`src/rtl/mbox_pkg.sv`:
```
// Shared types for the two-processor mailbox controller.
// Assumes exactly two processor banks; bank index is a single bit.
package mbox_pkg;
    typedef enum logic [1:0] {
        RGN_NONE = 2'd0,
        RGN_CMD  = 2'd1,
        RGN_STAT = 2'd2,
        RGN_CFG  = 2'd3
    } rgn_e;

    typedef struct packed {
        rgn_e rgn;
        logic bank;
    } sel_t;
endpackage

```
`src/rtl/mbox_port_decode.sv`:
```
// Decodes one access port: classifies the address and turns command
// writes into per-bank set and clear masks.
// Assumes NUM_CH <= TX_LSB so the receive and transmit halves do not overlap.
module mbox_port_decode
    import mbox_pkg::*;
#(
    parameter int NUM_CH   = 8,
    parameter int ADDR_W   = 10,
    parameter int DATA_W   = 32,
    parameter int STRIDE   = 16,
    parameter int CMD_OFS  = 8,
    parameter int STAT_OFS = 12,
    parameter int CFG_OFS  = 1008,
    parameter int TX_LSB   = 16
) (
    input  logic                  wr,
    input  logic [ADDR_W-1:0]     addr,
    input  logic [DATA_W-1:0]     wdata,
    output sel_t                  sel,
    output logic [1:0][NUM_CH-1:0] set_mask,
    output logic [1:0][NUM_CH-1:0] clr_mask
);
    // Address classification against both banks and the config word.
    always_comb begin
        sel = '{rgn: RGN_NONE, bank: 1'b0};
        for (int b = 0; b < 2; b++) begin
            if (addr == ADDR_W'(b * STRIDE + CMD_OFS))
                sel = '{rgn: RGN_CMD, bank: 1'(b)};
            if (addr == ADDR_W'(b * STRIDE + STAT_OFS))
                sel = '{rgn: RGN_STAT, bank: 1'(b)};
        end
        if (addr == ADDR_W'(CFG_OFS))
            sel = '{rgn: RGN_CFG, bank: 1'b0};
    end

    // Command write: upper half sets own bank, lower half clears peer bank.
    always_comb begin
        set_mask = '0;
        clr_mask = '0;
        if (wr && sel.rgn == RGN_CMD) begin
            set_mask[sel.bank]  = wdata[TX_LSB +: NUM_CH];
            clr_mask[~sel.bank] = wdata[0 +: NUM_CH];
        end
    end
endmodule

```
`src/rtl/mbox_status_bank.sv`:
```
// Occupied-status register of one processor bank.
// Assumes set and clear masks are already merged across ports; set wins.
module mbox_status_bank #(
    parameter int NUM_CH = 8
) (
    input  logic              clk,
    input  logic              rst_n,
    input  logic [NUM_CH-1:0] set_in,
    input  logic [NUM_CH-1:0] clr_in,
    output logic [NUM_CH-1:0] stat_q
);
    // Update the occupied flags; a set in the same cycle overrides a clear.
    always_ff @(posedge clk) begin
        if (!rst_n)
            stat_q <= '0;
        else
            stat_q <= (stat_q & ~clr_in) | set_in;
    end
endmodule

```
`src/rtl/mbox_read_mux.sv`:
```
// Same-cycle read data selection for one access port.
// Assumes NUM_CH fits in the 8-bit count field of the config word.
module mbox_read_mux
    import mbox_pkg::*;
#(
    parameter int NUM_CH = 8,
    parameter int DATA_W = 32
) (
    input  logic                   rd,
    input  sel_t                   sel,
    input  logic [1:0][NUM_CH-1:0] stat,
    output logic [DATA_W-1:0]      rdata
);
    localparam logic [7:0] CH_CNT = 8'(NUM_CH);

    // Pick status or config; command and unmapped addresses read zero.
    always_comb begin
        rdata = '0;
        if (rd) begin
            case (sel.rgn)
                RGN_STAT: rdata = DATA_W'(stat[sel.bank]);
                RGN_CFG:  rdata = DATA_W'(CH_CNT);
                default:  rdata = '0;
            endcase
        end
    end
endmodule

```
`src/rtl/mbox_ctrl.sv`:
```
// Two-processor mailbox channel controller top level.
// Two absolute-address access ports share two status banks; each
// processor gets an interrupt while any peer channel is occupied.
// Assumes NUM_CH <= 16 and a synchronous active-low reset.
module mbox_ctrl
    import mbox_pkg::*;
#(
    parameter int NUM_CH = 8,
    parameter int ADDR_W = 10,
    parameter int DATA_W = 32
) (
    input  logic              clk,
    input  logic              rst_n,
    input  logic              a_wr,
    input  logic              a_rd,
    input  logic [ADDR_W-1:0] a_addr,
    input  logic [DATA_W-1:0] a_wdata,
    output logic [DATA_W-1:0] a_rdata,
    input  logic              b_wr,
    input  logic              b_rd,
    input  logic [ADDR_W-1:0] b_addr,
    input  logic [DATA_W-1:0] b_wdata,
    output logic [DATA_W-1:0] b_rdata,
    output logic [1:0]        irq
);
    localparam int N_PORTS = 2;

    logic [N_PORTS-1:0]                  p_wr;
    logic [N_PORTS-1:0]                  p_rd;
    logic [N_PORTS-1:0][ADDR_W-1:0]      p_addr;
    logic [N_PORTS-1:0][DATA_W-1:0]      p_wdata;
    logic [N_PORTS-1:0][DATA_W-1:0]      p_rdata;
    sel_t [N_PORTS-1:0]                  p_sel;
    logic [N_PORTS-1:0][1:0][NUM_CH-1:0] p_set;
    logic [N_PORTS-1:0][1:0][NUM_CH-1:0] p_clr;
    logic [1:0][NUM_CH-1:0]              set_all;
    logic [1:0][NUM_CH-1:0]              clr_all;
    logic [1:0][NUM_CH-1:0]              stat;

    // Gather the two named ports into indexed arrays.
    assign p_wr    = {b_wr, a_wr};
    assign p_rd    = {b_rd, a_rd};
    assign p_addr  = {b_addr, a_addr};
    assign p_wdata = {b_wdata, a_wdata};
    assign a_rdata = p_rdata[0];
    assign b_rdata = p_rdata[1];

    for (genvar g = 0; g < N_PORTS; g++) begin : g_port
        mbox_port_decode #(.NUM_CH(NUM_CH), .ADDR_W(ADDR_W), .DATA_W(DATA_W)) u_dec (
            .wr       (p_wr[g]),
            .addr     (p_addr[g]),
            .wdata    (p_wdata[g]),
            .sel      (p_sel[g]),
            .set_mask (p_set[g]),
            .clr_mask (p_clr[g])
        );
        mbox_read_mux #(.NUM_CH(NUM_CH), .DATA_W(DATA_W)) u_rmux (
            .rd    (p_rd[g]),
            .sel   (p_sel[g]),
            .stat  (stat),
            .rdata (p_rdata[g])
        );
    end

    // Merge command effects from all ports per bank.
    always_comb begin
        set_all = '0;
        clr_all = '0;
        for (int p = 0; p < N_PORTS; p++) begin
            set_all = set_all | p_set[p];
            clr_all = clr_all | p_clr[p];
        end
    end

    for (genvar b = 0; b < 2; b++) begin : g_bank
        mbox_status_bank #(.NUM_CH(NUM_CH)) u_bank (
            .clk    (clk),
            .rst_n  (rst_n),
            .set_in (set_all[b]),
            .clr_in (clr_all[b]),
            .stat_q (stat[b])
        );
        assign irq[b] = |stat[1-b];
    end
endmodule

```
`config.mk`:
```
export PLATFORM = sky130hd
export DESIGN_NAME = mbox_ctrl
export DESIGN_NICKNAME = d
export VERILOG_FILES = /design/src/rtl/mbox_pkg.sv /design/src/rtl/mbox_port_decode.sv /design/src/rtl/mbox_status_bank.sv /design/src/rtl/mbox_read_mux.sv /design/src/rtl/mbox_ctrl.sv
export SDC_FILE = /design/constraint.sdc
export NUM_CORES = 1
export LEC_CHECK = 0
export ABC_AREA = 1
export BUFFER_PORTS_ARGS = -buffer_cell sky130_fd_sc_hd__buf_4
export CORE_UTILIZATION = 41
export CTS_CLUSTER_DIAMETER = 30
export CTS_CLUSTER_SIZE = 40
export DETAILED_ROUTE_END_ITERATION = 10
export GPL_ROUTABILITY_DRIVEN = 0
export HOLD_SLACK_MARGIN = 0.02
export PLACE_DENSITY = 0.93
export SETUP_SLACK_MARGIN = 0.2
export SLEW_MARGIN = 10
export SYNTH_ARGS = -nofsm -noshare
export SYNTH_HDL_FRONTEND = slang
export SYNTH_SLANG_ARGS = --single-unit
```
`constraint.sdc`:
```
create_clock -name clk -period 2.1 [get_ports clk]
set_clock_uncertainty 0.05 [all_clocks]
set_input_delay 0.42 -clock clk [delete_from_list [all_inputs] [get_ports clk]]
set_output_delay 0.42 -clock clk [all_outputs]
set_load 0.05 [all_outputs]
```
==> metrics.txt, run 1 <==
status=complete, no violations; Setup crit end kind=output port; Detailed Routing Iterations Pass 1=4; crit start category=input pin; Vias/cell=4.94; WP data required=1.63 ns; die area=5320 µm²; Clk Latency, worst-skew pair=0.25 ns; Mean Syn Cell Area=6.23 µm²; RSZ-0062 raised after global routing=yes; starting DRC count in detailed routing=113; Final Max Slew Viols=0; post-route clock period utilization=0.975; sw frac=0.403; clock slew at reported path FFs=0.06 ns; CTS tree=built; # IOs=156; Avg WL per Cell=12.6 µm; Post-Place Worst Slack=-0.132 ns; vias=2,432; antenna cell count=0; initial antenna violation count=0; buffer levels on the longest clock path=2; global-route wire length before repair=9.86 mm; clock power share=0.284; total clock sinks=16; vias in the first global route=2,270; CP max FO=7; chip height=72.9 µm; Largest register FFs=16; Worst Setup Slack, final=0.0528 ns; DRC=0; Layout area overhead=51.4%; Final Hold Vio Count=0; Period minus WS final=2.05 ns; post-synth cell types=31; remaining antenna violation count=0; f_max=0.488 GHz; cell internal pwr=0.000575 W; gr ovfl total=0; Total Nets Final=516; Worst Path Arrival=1.58 ns; Routed WL=6.19 mm; initial core utilization=0.431; Gate Count Post-Synth=331; final std cells w/o fill=492; Fillers=420; synth warn=0; Flop pwr share=0.316; row count=25; Pleak=1.32 nW; Max-Cap Viols=0; share of cells above drive strength 1=0.407; Detailed Place HPWL=4.78 mm; Die W=72.9 µm; Worst slew margin=0.632; peak supply drop=0.000159 V; CTS Buf Count=3; Slew @ Worst Pin=0.551 ns; Synth Cell Area=2060 µm²; hold_buf cts=0; P per Cell Area=309 nW/µm²; most flop-heavy register=g_bank.u_bank.stat_q; Inst Count DP=482; largest net degree at the start of global routing=17; Gate power share=0.401; htree depth=1; post-synthesis sequential area ratio=0.155; Top Registers=g_bank.u_bank.stat_q x16; CTS Root Cell=clkbuf_8; Synth Register Bits=16; P_sw=0.000388 W; PortBufs=75; Global Route Usage Sum=0.235; total core area=4790 µm²; HP Class=in2reg; # setup viols final=0; critical path class=in2out
-- per-stage QoR --
stage / cell area (µm²) / hold WS (ns) / utilization / power, W / setup TNS [ns]
floorplan: 2410 / 0.420 / - / 0.000623 / -1.35
detailed placement: 2760 / 0.451 / 0.577 / 0.000670 / -0.847
global route: 3120 / 0.431 / 0.652 / 0.000999 / -0.0484
global placement: 2760 / 0.442 / 0.577 / 0.000666 / -0.478
finish: 3120 / 0.410 / 0.652 / 0.000963 / 0
CTS: 2980 / 0.409 / 0.622 / 0.000952 / 0
-- synthesized netlist by cell type, drive strengths merged --
| master | count | area (µm²) |
|---|---|---|
| a21boi | 1 | 7.51 |
| nand3 | 48 | 270 |
| a211oi | 7 | 52.6 |
| nand4 | 13 | 87.6 |
| buf | 58 | 429 |
| nand2 | 35 | 144 |
| o21ai | 7 | 35.0 |
| clkbuf | 1 | 3.75 |
| nand3b | 1 | 7.51 |
| dfxtp | 16 | 320 |
| o2111ai | 1 | 8.76 |
| nor3 | 13 | 113 |
| nor2 | 72 | 322 |
| nor4 | 4 | 25.0 |
| a21oi | 18 | 101 |
| conb | 1 | 3.75 |
| inv | 35 | 131 |
-- power by group through the flow --
stage | Sequential [W] | Clock [W] | Combinational [W]
3_5_place_dp | 0.000311 | 0 | 0.000360
4_1_cts | 0.000304 | 0.000277 | 0.000371
5_1_grt | 0.000304 | 0.000288 | 0.000407
3_3_place_gp | 0.000311 | 0 | 0.000356
2_1_floorplan | 0.000311 | 0 | 0.000312
6_report | 0.000304 | 0.000273 | 0.000386
-- cell usage in the layout (no fill, tap or decap) --
master	instances
clkinvlp_4	2
nand4_1	12
nor4_1	4
inv_1	25
conb_1	48
clkbuf_8	4
a21boi_0	1
nor2_2	3
nor2_8	1
o2111ai_2	1
inv_2	5
nand3_1	43
nand2_1	28
nand2_2	3
a211oi_2	3
a21oi_2	5
nor3_1	4
nand3_2	1
nand2_8	1
nand3b_1	1
nand2_4	3
o21ai_2	1
nor2_1	51
nor2_4	17
nor3_4	3
nand3_4	4
nand4_2	1
a211oi_4	4
buf_6	17
buf_8	10
o21ai_1	6
buf_4	75
a21oi_1	13
nor3_2	6
dfxtp_1	16
inv_4	3
-- routing by layer --
metal	routed length, µm	vias up	share of wire	track usage
li1	-	1187	-	-
met4	141	0	0.023	0.0719
met3	445	15	0.072	0.0166
met2	3180	129	0.51	0.418
met5	0	-	0	0
met1	2430	1101	0.39	0.302
-- kinds of logic (layout without fill, tap and decap cells) --
kind of cell           Yosys count  count (layout)  synth area share
other                            1              48           0.00182
and+or+nand+nor                186             186             0.470
AOI/OAI and AO/OA               34              34            0.0995
buffers and inverters           94             141             0.274
DFF                             16              16             0.155
-- critical path: stages --
cell	delay, ns
buf_8	0.10
nor2_4	0.15
nand2_4	0.08
nor2_8	0.14
nand4_1	0.12
buf_6	0.18
a211oi_2	0.18
buf_6	0.19
-- final cells by class --
| class | instances | area [µm²] | area share |
|---|---|---|---|
| tap | 67 | 83.8 | 0.0269 |
| inverter | 35 | 146 | 0.0469 |
| clock buffer | 4 | 55.1 | 0.0176 |
| multi-input combinational | 268 | 1610 | 0.516 |
| sequential | 16 | 320 | 0.103 |
| timing repair buffer | 102 | 905 | 0.290 |
-- final timing paths --
check / startpoint / endpoint / slack, ns / depth (start not counted)
setup / recovery: b_addr[7] / b_rdata[0] / 0.05 / 8
hold reg to reg: g_bank[0].u_bank.stat_q[5] / g_bank[0].u_bank.stat_q[5] / 0.46 / 2
setup reg to reg: g_bank[0].u_bank.stat_q[1] / g_bank[0].u_bank.stat_q[1] / 1.31 / 2
hold / removal: b_wdata[5] / g_bank[0].u_bank.stat_q[5] / 0.41 / 4
-- what timing repair did --
action                     CTS  global route
setup endpoints to repair   16            16
hold endpoints to repair     0             0
pin swaps                   13             9
gates resized for setup     39            33
cloned                       0             0
setup buffers                3             3
Power figures use the tool's default switching activity.
==> inputs of run 2 (changes only) <==
CORE_MARGIN = 5   (was not set)
SKIP_LAST_GASP = 1   (was not set)
==> run 2 against run 1 <==
  * Sequential power about the same
  * Sequential cell count unchanged
  * Setup slack got worse by 0.044 ns
  * Global-route usage decreased by 3.1 points
  * Via count increased by 3.3%
  * Worst hold slack improved by 0.0030 ns
  * Maximum frequency decreased by 2.1%
  * Largest cell class unchanged
  * Largest power group unchanged
==> metrics.txt, run 2 (synthesized netlist as in run 1, its figures left out) <==
remaining antenna violation count=0 (unchanged); Hold Path End=g_bank[0].u_bank.stat_q[1]; CTS tree=built; Die W=80.9 µm (+11%); CTS Buf Count=3 (unchanged); Top Registers=g_bank.u_bank.stat_q x16; gr ovfl total=0 (unchanged); Avg WL per Cell=13.9 µm (+10%); cell mode on critical path=nor2_4; WP data required=1.63 ns (about the same); die area=6550 µm² (+23%); R2R Setup Slk=1.30 ns (about the same); PortBufs=75 (unchanged); most frequent cells in the layout=82 x buf_4, 49 x nor2_1, 48 x conb_1; CP Cell Sequence=buf_4 > nor2_4 > nand2_2 > nor2_4 > a21oi_2 > nor2_2 > nand2_4 > nor2_4 > buf_8; total core area=4820 µm² (+0.65%); f_max=0.478 GHz (-2.1%); starting DRC count in detailed routing=173 (+53%); Crit path largest cell delay=0.18 ns (about the same); Worst Path Arrival=1.62 ns (+0.04 ns); row count=25 (unchanged); Inst Count DP=484 (+0.41%); chip height=80.9 µm (+11%); largest net degree at the start of global routing=17 (unchanged); Detailed Routing Iterations Pass 1=5 (+1); DRC=0 (unchanged); Flop pwr share=0.314 (-0.002); RSZ-0062 raised after global routing=yes; Slowest-stage cell, CP=nor2_2; Clk Latency, worst-skew pair=0.25 ns (about the same); Worst R2R Start=g_bank[1].u_bank.stat_q[6]; most flop-heavy register=g_bank.u_bank.stat_q; total clock sinks=16 (unchanged); commonest non-fill, non-tap cell in the layout=buf_4; reg2reg end=g_bank[1].u_bank.stat_q[6]; P per Cell Area=305 nW/µm² (-1.1%); vias=2,513 (+3.3%); clock slew at reported path FFs=0.06 ns (about the same); Layout area overhead=53.8%; Worst slew margin=0.636 (+0.00385); Pleak=1.36 nW (+2.9%); initial core utilization=0.428 (-0.00280); CTS Root Cell=clkbuf_8; Vias/cell=5.04 (+1.9%); initial antenna violation count=0 (unchanged); HP Class=in2reg; final std cells w/o fill=499 (+1.4%); Final Max Slew Viols=0 (unchanged); Period minus WS final=2.09 ns (+0.0435 ns); crit start category=input pin; sw frac=0.400 (-0.00265); P_sw=0.000387 W (-0.22%); global-route wire length before repair=10.9 mm (+11%); # setup viols final=0 (unchanged); post-route cell area=3170 µm² (+1.6%); Total Nets Final=523 (+1.4%); buffer levels on the longest clock path=2 (unchanged); Largest register FFs=16 (unchanged); Routed WL=6.91 mm (+12%); Final Hold Vio Count=0 (unchanged); Global Route Usage Sum=0.204 (-0.0311); Max-Cap Viols=0 (unchanged); HP Start=b_wdata[1]; vias in the first global route=2,507 (+10%); area post-placement=2780 µm² (+0.54%); CP max FO=7 (unchanged); status=complete, no violations; antenna cell count=0 (unchanged); Gate power share=0.408 (+0.007); post-route clock period utilization=0.996 (+0.0207); worst hold stages=4 (unchanged); peak supply drop=0.000229 V (+44%); total power=0.000968 W (+0.44%); worst hold slack=0.413 ns (+0.00303 ns); Slew @ Worst Pin=0.545 ns (-0.00577 ns); Detailed Place HPWL=5.39 mm (+13%); share of cells above drive strength 1=0.433 (+0.0258); cell internal pwr=0.000580 W (+0.89%); clock power share=0.277 (-0.007); critical path class=in2out; Reg2Reg Depth=2 (unchanged); # IOs=156 (unchanged); Setup crit end kind=output port; htree depth=1 (unchanged)
[run 2: changes by cell type in the layout (fill, tap and decap cells not counted), sizes merged]
| cell | delta |
|---|---|
| buf | +7 |
[run 2: stage by stage]
step / TNS [ns] / util / setup WS, ns
floorplan: -1.35 / - / -0.193
global placement: -0.607 / 0.576 / -0.100
detailed placement: -0.980 / 0.576 / -0.145
CTS: 0 / 0.641 / 0.0310
global route: -0.427 / 0.658 / -0.0645
finish: 0 / 0.658 / 0.00927
[run 2: worst max-delay path: cells and delay by family]
kind	cells	cell delay (ns)
AO/OA/AOI/OAI	1	0.08
buffers and inverters	2	0.27
AND/OR/NAND/NOR	6	0.84
[run 2: area by class of cell]
type	instances	area [µm²]
fillers	410	1650
multi-input cells	268	1620
repair buffers	109	946
flip-flops and latches	16	320
inverters	35	149
well taps	67	83.8
clock buffers	4	55.1
[run 2: worst max-delay path by stage]
stage	start	end	slack (ns)
final	a_addr[5]	a_rdata[1]	0.009
after global routing	a_addr[3]	a_rdata[4]	-0.06
after CTS	a_addr[3]	a_rdata[2]	0.03
after detailed placement	a_addr[0]	a_rdata[2]	-0.14
after global placement	a_addr[0]	a_rdata[2]	-0.10
after floorplan	b_addr[7]	b_rdata[0]	-0.19
[run 2: power by group through the flow]
| stage | Sequential [W] | Clock, W | Combinational (W) |
|---|---|---|---|
| 2_1_floorplan | 0.000311 | 0 | 0.000312 |
| 3_5_place_dp | 0.000311 | 0 | 0.000362 |
| 4_1_cts | 0.000304 | 0.000265 | 0.000378 |
| 6_report | 0.000304 | 0.000268 | 0.000395 |
| 3_3_place_gp | 0.000311 | 0 | 0.000357 |
| 5_1_grt | 0.000304 | 0.000277 | 0.000416 |
[run 2: per-layer routing]
| layer | GRT usage | vias to the layer above | part of all wire |
|---|---|---|---|
| met4 | 0.0693 | 0 | 0.023 |
| li1 | - | 1195 | - |
| met3 | 0.0310 | 22 | 0.10 |
| met5 | 0 | - | 0 |
| met2 | 0.359 | 150 | 0.50 |
| met1 | 0.252 | 1146 | 0.37 |
[run 2: what timing repair did]
| action | in CTS | in global routing |
|---|---|---|
| buffers inserted | 10 | 1 |
| pin swaps | 18 | 19 |
| endpoints found under the setup margin | 16 | 16 |
| resized for setup | 48 | 27 |
| hold buffers | 0 | 0 |
